==> config.mk <==
export PLATFORM = sky130hd
export DESIGN_NAME = fp_add_rne
export DESIGN_NICKNAME = d
export VERILOG_FILES = /design/src/rtl/fpa_pkg.sv /design/src/rtl/fpa_special.sv /design/src/rtl/fpa_align.sv /design/src/rtl/fpa_addnorm.sv /design/src/rtl/fpa_round.sv /design/src/rtl/fp_add_rne.sv
export SDC_FILE = /design/constraint.sdc
export NUM_CORES = 1
export LEC_CHECK = 0
export CELL_PAD_IN_SITES_DETAIL_PLACEMENT = 0
export CELL_PAD_IN_SITES_GLOBAL_PLACEMENT = 1
export CORE_ASPECT_RATIO = 1.5
export CORE_UTILIZATION = 48
export DETAILED_ROUTE_END_ITERATION = 12
export PLACE_DENSITY_LB_ADDON = 0.1
export RECOVER_POWER = 100
export SLEW_MARGIN = 20
export SYNTH_ARGS = -nofsm -noshare
export SYNTH_HDL_FRONTEND = slang
export SYNTH_SLANG_ARGS = --single-unit
==> constraint.sdc <==
create_clock -name clk -period 31.2 [get_ports clk]
set_input_delay 6.24 -clock clk [delete_from_list [all_inputs] [get_ports clk]]
set_output_delay 6.24 -clock clk [all_outputs]
set_load 0.02 [all_outputs]
==> src/rtl/fpa_pkg.sv <==
// Shared types for the floating-point adder.
// Assumes: operand words are sign | exponent | fraction, MSB first.
package fpa_pkg;

    // Class of an input operand, decided from its exponent code alone.
    typedef enum logic [1:0] {
        CLS_ZERO = 2'd0,
        CLS_NORM = 2'd1,
        CLS_INF  = 2'd2
    } op_cls_t;

endpackage

==> src/rtl/fpa_special.sv <==
// Special-case path: classifies both operands by exponent code and
// produces the final word when either is zero or infinity.
// Assumes: the sign of op_b is already inverted for subtraction by the
// caller through sub_sel here; fraction bits of reserved codes are ignored.
module fpa_special
    import fpa_pkg::*;
#(
    parameter int EXP_W  = 8,
    parameter int FRAC_W = 23
) (
    input  logic [EXP_W+FRAC_W:0] op_a,
    input  logic [EXP_W+FRAC_W:0] op_b,
    input  logic                  sub_sel,
    output logic                  is_special,
    output logic [EXP_W+FRAC_W:0] special_word
);
    localparam int WORD_W = 1 + EXP_W + FRAC_W;

    logic             sgn_a, sgn_b;
    logic [EXP_W-1:0] exp_a, exp_b;
    op_cls_t          cls_a, cls_b;

    assign sgn_a = op_a[WORD_W-1];
    assign sgn_b = op_b[WORD_W-1] ^ sub_sel;
    assign exp_a = op_a[WORD_W-2 -: EXP_W];
    assign exp_b = op_b[WORD_W-2 -: EXP_W];

    // Decide the class of each operand from its exponent code.
    always_comb begin
        cls_a = CLS_NORM;
        cls_b = CLS_NORM;
        if (exp_a == '0)  cls_a = CLS_ZERO;
        if (&exp_a)       cls_a = CLS_INF;
        if (exp_b == '0)  cls_b = CLS_ZERO;
        if (&exp_b)       cls_b = CLS_INF;
    end

    // Pick the special result by priority: infinities, then zeros.
    always_comb begin
        is_special   = 1'b1;
        special_word = '0;
        if (cls_a == CLS_INF && cls_b == CLS_INF) begin
            if (sgn_a != sgn_b)
                special_word = {1'b0, {EXP_W{1'b1}}, 1'b1, {(FRAC_W-1){1'b0}}};
            else
                special_word = {sgn_a, {EXP_W{1'b1}}, {FRAC_W{1'b0}}};
        end else if (cls_a == CLS_INF) begin
            special_word = {sgn_a, {EXP_W{1'b1}}, {FRAC_W{1'b0}}};
        end else if (cls_b == CLS_INF) begin
            special_word = {sgn_b, {EXP_W{1'b1}}, {FRAC_W{1'b0}}};
        end else if (cls_a == CLS_ZERO && cls_b == CLS_ZERO) begin
            special_word = {sgn_a & sgn_b, {(WORD_W-1){1'b0}}};
        end else if (cls_a == CLS_ZERO) begin
            special_word = {sgn_b, op_b[WORD_W-2:0]};
        end else if (cls_b == CLS_ZERO) begin
            special_word = op_a;
        end else begin
            is_special = 1'b0;
        end
    end

endmodule

==> src/rtl/fpa_align.sv <==
// Alignment step: orders the operands by magnitude and shifts the smaller
// significand right by the exponent difference, folding every bit shifted
// past the sticky position into the LSB.
// Assumes: both operands are normal (checked elsewhere).
module fpa_align #(
    parameter int EXP_W  = 8,
    parameter int FRAC_W = 23
) (
    input  logic [EXP_W+FRAC_W:0] op_a,
    input  logic [EXP_W+FRAC_W:0] op_b,
    input  logic                  sub_sel,
    output logic [EXP_W-1:0]      big_exp,
    output logic [FRAC_W+3:0]     big_ext,
    output logic [FRAC_W+3:0]     small_ext,
    output logic                  big_sign,
    output logic                  eff_sub
);
    localparam int WORD_W = 1 + EXP_W + FRAC_W;
    localparam int SIG_W  = FRAC_W + 1;
    localparam int EXT_W  = SIG_W + 3;

    logic                  a_ge_b;
    logic [WORD_W-1:0]     big_w, small_w;
    logic                  small_sign;
    logic [EXP_W-1:0]      diff;
    logic [EXT_W-1:0]      small_full, shifted, lost;

    assign a_ge_b = op_a[WORD_W-2:0] >= op_b[WORD_W-2:0];

    // Swap so that the larger magnitude sits on the unshifted side.
    always_comb begin
        if (a_ge_b) begin
            big_w      = op_a;
            small_w    = op_b;
            big_sign   = op_a[WORD_W-1];
            small_sign = op_b[WORD_W-1] ^ sub_sel;
        end else begin
            big_w      = op_b;
            small_w    = op_a;
            big_sign   = op_b[WORD_W-1] ^ sub_sel;
            small_sign = op_a[WORD_W-1];
        end
    end

    assign eff_sub    = big_sign ^ small_sign;
    assign big_exp    = big_w[WORD_W-2 -: EXP_W];
    assign diff       = big_exp - small_w[WORD_W-2 -: EXP_W];
    assign big_ext    = {1'b1, big_w[FRAC_W-1:0], 3'b000};
    assign small_full = {1'b1, small_w[FRAC_W-1:0], 3'b000};

    // Right-shift the smaller significand and keep a sticky trace of lost bits.
    always_comb begin
        shifted = small_full >> diff;
        lost    = small_full & ~({EXT_W{1'b1}} << diff);
        if (int'(diff) >= EXT_W) begin
            small_ext = {{(EXT_W-1){1'b0}}, 1'b1};
        end else begin
            small_ext = {shifted[EXT_W-1:1], shifted[0] | (|lost)};
        end
    end

endmodule

==> src/rtl/fpa_addnorm.sv <==
// Add/subtract and normalize: combines the aligned significands, counts
// leading zeros and left-shifts so the leading one lands in the top bit.
// The same shifter covers carry-out (shift 0) and deep cancellation.
// Assumes: big_ext >= small_ext in magnitude when eff_sub is set.
module fpa_addnorm #(
    parameter int EXP_W  = 8,
    parameter int FRAC_W = 23
) (
    input  logic [FRAC_W+3:0]        big_ext,
    input  logic [FRAC_W+3:0]        small_ext,
    input  logic                     eff_sub,
    input  logic [EXP_W-1:0]         big_exp,
    output logic [FRAC_W+4:0]        norm,
    output logic signed [EXP_W+1:0]  norm_exp,
    output logic                     sum_zero
);
    localparam int SUM_W = FRAC_W + 5;
    localparam int LZ_W  = $clog2(SUM_W + 1);
    localparam int EW    = EXP_W + 2;

    logic [SUM_W-1:0] raw;
    logic [LZ_W-1:0]  lz;

    // Magnitude add or subtract of the extended significands.
    always_comb begin
        if (eff_sub) raw = {1'b0, big_ext} - {1'b0, small_ext};
        else         raw = {1'b0, big_ext} + {1'b0, small_ext};
    end

    // Leading-zero count: the highest set bit wins.
    always_comb begin
        lz = LZ_W'(SUM_W);
        for (int i = 0; i < SUM_W; i++) begin
            if (raw[i]) lz = LZ_W'(SUM_W - 1 - i);
        end
    end

    assign sum_zero = (raw == '0);
    assign norm     = raw << lz;
    assign norm_exp = EW'(big_exp) + EW'(1) - EW'(lz);

endmodule

==> src/rtl/fpa_round.sv <==
// Rounding and packing: rounds the normalized value to nearest, ties to
// even, renormalizes on carry-out, then maps the exponent to overflow,
// underflow or a packed normal word.
// Assumes: norm has its leading one in the top bit unless sum_zero is set.
module fpa_round #(
    parameter int EXP_W  = 8,
    parameter int FRAC_W = 23
) (
    input  logic [FRAC_W+4:0]        norm,
    input  logic signed [EXP_W+1:0]  norm_exp,
    input  logic                     sum_zero,
    input  logic                     sign,
    output logic [EXP_W+FRAC_W:0]    word,
    output logic                     ovf,
    output logic                     unf
);
    localparam int SIG_W = FRAC_W + 1;
    localparam int SUM_W = FRAC_W + 5;
    localparam int G_POS = SUM_W - 1 - SIG_W;
    localparam int EW    = EXP_W + 2;
    localparam logic signed [EW-1:0] EXP_TOP = EW'(2**EXP_W - 1);

    logic [SIG_W-1:0]       kept, sig_f;
    logic                   guard, sticky, rnd_up;
    logic [SIG_W:0]         inc;
    logic signed [EW-1:0]   exp_f;

    assign kept   = norm[SUM_W-1 -: SIG_W];
    assign guard  = norm[G_POS];
    assign sticky = |norm[G_POS-1:0];
    assign rnd_up = guard & (sticky | kept[0]);
    assign inc    = {1'b0, kept} + (SIG_W+1)'(rnd_up);

    // Renormalize when the increment carries out of the significand.
    always_comb begin
        if (inc[SIG_W]) begin
            sig_f = inc[SIG_W:1];
            exp_f = norm_exp + EW'(1);
        end else begin
            sig_f = inc[SIG_W-1:0];
            exp_f = norm_exp;
        end
    end

    // Range check on the final exponent and packing of the word.
    always_comb begin
        ovf  = 1'b0;
        unf  = 1'b0;
        word = {sign, exp_f[EXP_W-1:0], sig_f[FRAC_W-1:0]};
        if (sum_zero) begin
            word = '0;
        end else if (exp_f >= EXP_TOP) begin
            word = {sign, {EXP_W{1'b1}}, {FRAC_W{1'b0}}};
            ovf  = 1'b1;
        end else if (exp_f <= 0) begin
            word = {sign, {(EXP_W+FRAC_W){1'b0}}};
            unf  = 1'b1;
        end
    end

endmodule

==> src/rtl/fp_add_rne.sv <==
// Floating-point adder/subtractor, round to nearest even, one register
// stage at the output. Normal operands go through align, add/normalize
// and round; reserved exponent codes take the special-case path.
// Assumes: no subnormal inputs or outputs; synchronous active-low reset.
module fp_add_rne #(
    parameter int EXP_W  = 8,
    parameter int FRAC_W = 23
) (
    input  logic                  clk,
    input  logic                  rst_n,
    input  logic [EXP_W+FRAC_W:0] op_a,
    input  logic [EXP_W+FRAC_W:0] op_b,
    input  logic                  sub_sel,
    output logic [EXP_W+FRAC_W:0] res,
    output logic                  ovf,
    output logic                  unf
);
    logic                    spc_hit;
    logic [EXP_W+FRAC_W:0]   spc_word;
    logic [EXP_W-1:0]        al_exp;
    logic [FRAC_W+3:0]       al_big, al_small;
    logic                    al_sign, al_sub;
    logic [FRAC_W+4:0]       nm_val;
    logic signed [EXP_W+1:0] nm_exp;
    logic                    nm_zero;
    logic [EXP_W+FRAC_W:0]   rd_word;
    logic                    rd_ovf, rd_unf;

    fpa_special #(.EXP_W(EXP_W), .FRAC_W(FRAC_W)) u_special (
        .op_a(op_a), .op_b(op_b), .sub_sel(sub_sel),
        .is_special(spc_hit), .special_word(spc_word)
    );

    fpa_align #(.EXP_W(EXP_W), .FRAC_W(FRAC_W)) u_align (
        .op_a(op_a), .op_b(op_b), .sub_sel(sub_sel),
        .big_exp(al_exp), .big_ext(al_big), .small_ext(al_small),
        .big_sign(al_sign), .eff_sub(al_sub)
    );

    fpa_addnorm #(.EXP_W(EXP_W), .FRAC_W(FRAC_W)) u_addnorm (
        .big_ext(al_big), .small_ext(al_small), .eff_sub(al_sub),
        .big_exp(al_exp), .norm(nm_val), .norm_exp(nm_exp), .sum_zero(nm_zero)
    );

    fpa_round #(.EXP_W(EXP_W), .FRAC_W(FRAC_W)) u_round (
        .norm(nm_val), .norm_exp(nm_exp), .sum_zero(nm_zero), .sign(al_sign),
        .word(rd_word), .ovf(rd_ovf), .unf(rd_unf)
    );

    // Output register: select special or rounded result, clear on reset.
    always_ff @(posedge clk) begin
        if (!rst_n) begin
            res <= '0;
            ovf <= 1'b0;
            unf <= 1'b0;
        end else begin
            res <= spc_hit ? spc_word : rd_word;
            ovf <= !spc_hit && rd_ovf;
            unf <= !spc_hit && rd_unf;
        end
    end

endmodule


## After elaboration in Yosys (flattened, before gate mapping)

Index checks and enable logic that the tools add are counted.

- Order comparisons: 4
- Reduce and logical (&&, ||, !) cells: 14
- Shifts and indexed selects: 3
- Eq/ne operators: 3
- Add/subtract/negate cells: 7
- Muxes and demuxes: 62
- Bitwise logic cells: 8

Operators with widths:

| kind | number |
|---|---|
| $mux W32 | 9 |
| $mux W31 | 4 |
| $mux W5 | 16 |
| $mux W4 | 8 |
| $ge A31 B31 Y1 | 1 |
| $add A27 B27 Y28 | 1 |
| $logic_not A28 Y1 | 1 |
| $mux W28 | 1 |
| $shl A28 B5 Y28 | 1 |
| $sub A27 B27 Y28 | 1 |
| $and A27 B27 Y27 | 1 |
| $mux W27 | 1 |
| $not A27 Y27 | 1 |
| $reduce_or A27 Y1 | 1 |
| $shl A27 B8 Y27 const A | 1 |
| $shr A27 B8 Y27 | 1 |
| $add A24 B1 Y25 | 1 |
| $mux W23 | 1 |
| $logic_not A8 Y1 | 2 |
| $reduce_and A8 Y1 | 2 |
| $mux W1 | 15 |
| $mux W3 | 4 |
| $add A10 B2 Y10 const B | 1 |
| $ge A10 B9 Y1 const B | 1 |
| other kinds (16) | 25 |

- Register bits: 34
- Bits of input ports: 67

## Logic depth before layout (Yosys ltp)

- Depth in word-level cells: 50
- Mapped depth: 71

## Modules after synthesis

A second synthesis with hierarchy kept.

- Cell total of the unflattened synthesis: 1651
- Area, all modules: 11682.5 um2

By module, submodules not included:

| module | area an instance (um2) | times used | cells an instance |
|---|---|---|---|
| fpa_addnorm | 4588.2 | 1 | 667 |
| fpa_align | 3867.5 | 1 | 577 |
| fpa_round | 1342.5 | 1 | 204 |
| fp_add_rne | 1301.2 | 1 | 107 |
| fpa_special | 583.1 | 1 | 96 |

## Worst setup path before layout

OpenSTA, ideal clock, no wires.

- Kind: input -> register
- Start: in op_b[28]
- End: reg res[10]
- Data arrival time: 19.512 ns
- Slack: 11.554 ns
- Setup time: 0.134 ns
- Stages: 65
- Cells stage by stage: clkbuf_1 inv_1 ha_1 buf_4 a21oi_1 o21bai_1 a221oi_2 nand3_2 nor2_4 buf_2 clkbuf_1 buf_1 clkbuf_1 clkbuf_1 a21oi_1 ha_1 buf_1 clkbuf_1 (+29 left out) ha_1 nor2b_1 o21ai_0 nand2b_1 a21o_1 nand2_1 nand2b_1 xnor2_1 nand2b_1 nor2_1 nand2_1 nor2_1 xor2_1 nand3_1 mux2_2 nand4_4 buf_4 o22ai_1

- Longest elaborated chain between the ends: 50
- Elaborated cells on any way between the ends: 83

Ends and longest elaborated chain:

| element | RTL line | RTL |
|---|---|---|
| start, declared | fp_add_rne.sv:12 | `input logic [EXP_W+FRAC_W:0] op_b,` |
| $ge A31 B31 Y1 | fpa_align.sv:28 | `assign a_ge_b = op_a[WORD_W-2:0] >= op_b[WORD_W-2:0];` |
| $mux W31 | fpa_align.sv:32 | `if (a_ge_b) begin` |
| $sub A8 B8 Y8 | fpa_align.sv:47 | `assign diff = big_exp - small_w[WORD_W-2 -: EXP_W];` |
| $shl A27 B8 Y27 | fpa_align.sv:54 | `lost = small_full & ~({EXT_W{1'b1}} << diff);` |
| $not A27 Y27 | fpa_align.sv:54 |  |
| $and A27 B27 Y27 | fpa_align.sv:54 |  |
| $reduce_or A27 Y1 | fpa_align.sv:58 | `small_ext = {shifted[EXT_W-1:1], shifted[0] \| (\|lost)};` |
| $or A1 B1 Y1 | fpa_align.sv:58 |  |
| (+34 left out) | n/a |  |
| $and A1 B1 Y1 | fpa_round.sv:31 | `assign rnd_up = guard & (sticky \| kept[0]);` |
| $add A24 B1 Y25 | fpa_round.sv:32 | `assign inc = {1'b0, kept} + (SIG_W+1)'(rnd_up);` |
| $mux W10 | fpa_round.sv:36 | `if (inc[SIG_W]) begin` |
| $le A10 B1 Y1 | fpa_round.sv:55 | `end else if (exp_f <= 0) begin` |
| $mux W31 | fpa_round.sv:55 |  |
| $mux W31 | fpa_round.sv:52 | `end else if (exp_f >= EXP_TOP) begin` |
| $mux W32 | fpa_round.sv:50 | `if (sum_zero) begin` |
| $mux W32 * | fp_add_rne.sv:57 | `res <= spc_hit ? spc_word : rd_word;` |
| end signal, assigned | fp_add_rne.sv:57 |  |
| end, declared | fp_add_rne.sv:14 | `output logic [EXP_W+FRAC_W:0] res,` |

Mark *: on every way between the ends. The rest lies on a longest branch, timed or not.
A chain may end at the register's enable or synchronous reset.

## Final worst setup path

- Start: in op_b[23]
- End: reg res[19]

Same word-level chain as after synthesis.

==> reports/qor.csv <==
stage,metric,value,unit
status,status,"finished, violations left",
status,failing checks,"max-capacitance violations, max-slew violations",
clock_network,CTS tree,built,
clock_network,Clock Path Buffers,2,
drt,Vias/cell,7.09,
global_route,first-pass GRT wire length,92.4,mm
yosys,Synth Warn #,0,
floorplan,num ports,101,
sta,Tcrit/Tclk final,82.5,%
drt,DR WL/cell,26.3,microns
sta,max-slew violations,72,
yosys,top-area cell type share of the netlist area,8.07,%
yosys,ys async rst share,0,%
run,max_cap viols,1,
cells_and_area,Layout fillers,2945,
clock_network,"Clk pin slew, worst setup/hold paths",0.06,ns
sta,fmax,0.0388,GHz
setup_path,Critical Path RT,31.38,ns
yosys,Syn Std Cell Area,13600,sq um
clock_network,clk sinks,34,
yosys,register area share after synthesis,4.99,%
setup_path,Setup crit start,op_b[23],
drt,ANT nets after route,0,
sta,Setup TNS,0,ns
min_path,Worst Hold Launch,op_b[30],
clock_network,Resize count post-CTS,0,
clock_network,Post-CTS Setup Bufs,0,
global_route,largest net degree at the start of global routing,85,
floorplan,core area,28000,sq um
yosys,Post-synth EDFFs,0,
setup_path,crit-path max FO,71,
global_route,initial antenna violation count,0,
yosys,most common cell in the netlist,nand2_1,
cells_and_area,register area,681,sq um
setup_path,"Slowest-stage cell, CP",clkbuf_1,
setup_path,Arrival @ worst endpoint,25.92,ns
floorplan,Die Span Y,208,microns
cells_and_area,share of post-route cells with drive strength above 1,7.79,%
cells_and_area,nets@finish,2159,
floorplan,row cnt,75,
sta,RSZ-0062 raised after global routing,false,
yosys,"area leader, netlist",ha_1,
setup_path,CP Class,input port to flip-flop,
cells_and_area,"Core Util, Final",52.8,%
setup_path,number of buffers and inverters on the critical path,6,
setup_path,crit end category,flip-flop,
power,PD cells,65.5,nW/um^2
yosys,Synth Instances,2000,
sta,max_slew headroom,-162,%
global_route,gr ovfl total,0,
sta,Final Setup Violations,0,
yosys,Avg Inst Size Synth,6.82,sq um
floorplan,Die X,140,microns
sta,Final Hold Viols,0,
placement,Post-Place Cells,2341,
setup_path,worst stage delay on the critical path,2.75,ns
clock_network,number of H-tree levels,2,
cells_and_area,Area Overhead vs Synth,8.13,%
drt,DR iter-0 viols,2053,
cells_and_area,area of the multi-input gates,11900,sq um
clock_network,Post-CTS Hold Fix Bufs,0,
cells_and_area,n_diodes,0,
global_route,number of global-route vias before repair,15600,
clock_network,Root Buffer,clkbuf_16,
cells_and_area,Post-Layout Cell Count,2349,
placement,DP HPWL,48.9,mm
sta,"Min Clock Period, post-route",25.74,ns
yosys,Netlist cell types,125,
floorplan,Initial Utilization,48.8,%
yosys,syn_nets,2157,
yosys,Post-synth top cells,"219 x nand2_1, 160 x nor2_1, 154 x a21oi_1, 138 x o21ai_0, 95 x inv_1",
placement,I/O Buffers,100,
floorplan,Die Area,29100,sq um
power,Pleak,5.90,nW
yosys,synth top area cells,"ha_1 8.1%, nand2_1 6.0%, a21oi_1 5.6%, o21ai_0 5.1%, dfxtp_1 5.0%",
power,Max rail drop VDD,0.0394,mV
drt,1st-pass router iterations,8,
drt,Total Wirelength,61.9,mm
setup_path,"CP delay by family, top",compound AO/OA/AOI/OAI gates,
clock_network,CTS buffer count,5,
sta,Tightest Pin Transition,3.93,ns
min_path,HP Class,input port to flip-flop,
global_route,GRT Util Overall,40.9,%
yosys,"Primary FF master, synth",dfxtp_1,
drt,drt drc,0,
placement,RD Place Congestion,1.01,
yosys,number of synthesized register bits,34,
drt,Vias,16700,
setup_path,Critical Path Start Type,input port,
[state kept, by name, indices dropped and copies added, names as in the netlist]
name and cells:
unf 1, res 32, ovf 1
[where the power goes]
part / internal (mW) / total, mW / switching (mW) / leakage (nW)
registers: 0.0605 / 0.0683 / 0.00785 / 0.282
logic: 0.295 / 0.843 / 0.547 / 5.53
clock network: 0.0373 / 0.0556 / 0.0183 / 0.0836
total: 0.393 / 0.967 / 0.573 / 5.90
[layout make-up]
class	count	area share [%]
Timing Repair Buffer	121	7.83
Inverter	101	2.57
Clock buffer	5	0.848
Multi-Input combinational cell	1739	80.9
Tap cell	346	2.93
Clock inverter	3	0.271
Sequential cell	34	4.61
[worst paths after layout]
check	to	slack, ns	cells past startpoint
worst max-delay path	res[19]	5.46	56
worst min-delay path	res[30]	6.87	3
[through the flow]
| step | setup slack, ns | cell area, sq um | hold slack, ns | total power [mW] |
|---|---|---|---|---|
| 3_3_place_gp | 9.90 | 14600 | 7.04 | 0.891 |
| 3_5_place_dp | 9.42 | 14600 | 7.04 | 0.888 |
| 4_1_cts | 9.62 | 14800 | 6.84 | 0.949 |
| 2_1_floorplan | 11.55 | 13600 | 6.37 | 0.651 |
| 5_1_grt | 4.12 | 14800 | 6.87 | 1.02 |
| 6_report | 5.46 | 14800 | 6.87 | 0.967 |
[per-layer routing]
layer  GRT usage (%)  vias to the layer above  routed length, microns
met4            27.3                        0                    4850
met5               0                        -                       0
met3            4.58                      245                    4930
li1                -                     7624                       -
met2            70.2                      991                   29100
met1            47.8                     7793                   22900
[cell families (layout without fill, tap and decap cells)]
kind of cell             count (synthesis)  in the layout  synth area share, %
multiplexers                           105            105                 9.47
buffers and inverters                  227            230                 7.47
XOR/XNOR                                56             56                 3.71
AO/OA/AOI/OAI                          747            747                 38.5
flip-flops                              34             34                 4.99
adder cells (fa/ha/maj)                 91             91                 8.44
AND/OR/NAND/NOR                        740            740                 27.4
[placed cells by master, fill, tap and decap left out, types with 17 or more instances in the layout]
master,synthesis,routed
o22ai_1,23,23
or3_1,20,20
ha_1,88,87
xnor2_1,30,29
nor2_1,160,160
and3_1,22,22
or2_2,17,17
dfxtp_1,34,34
nand4_1,18,19
a21oi_1,154,152
inv_1,95,96
nor3_1,54,54
dlygate4sd3_1,0,35
nor2b_1,17,17
mux2_2,23,22
nand3_1,74,75
clkdlybuf4s50_1,0,65
mux2i_1,65,65
buf_4,9,20
a21o_1,40,40
and2_1,28,27
a211oi_1,42,43
mux4_2,17,17
a22oi_1,33,33
o211ai_1,43,43
nand2_1,219,218
a31oi_1,35,35
o21ai_0,138,138
xor2_1,24,23
nor4_1,28,29
Power figures use the tool's default switching activity.
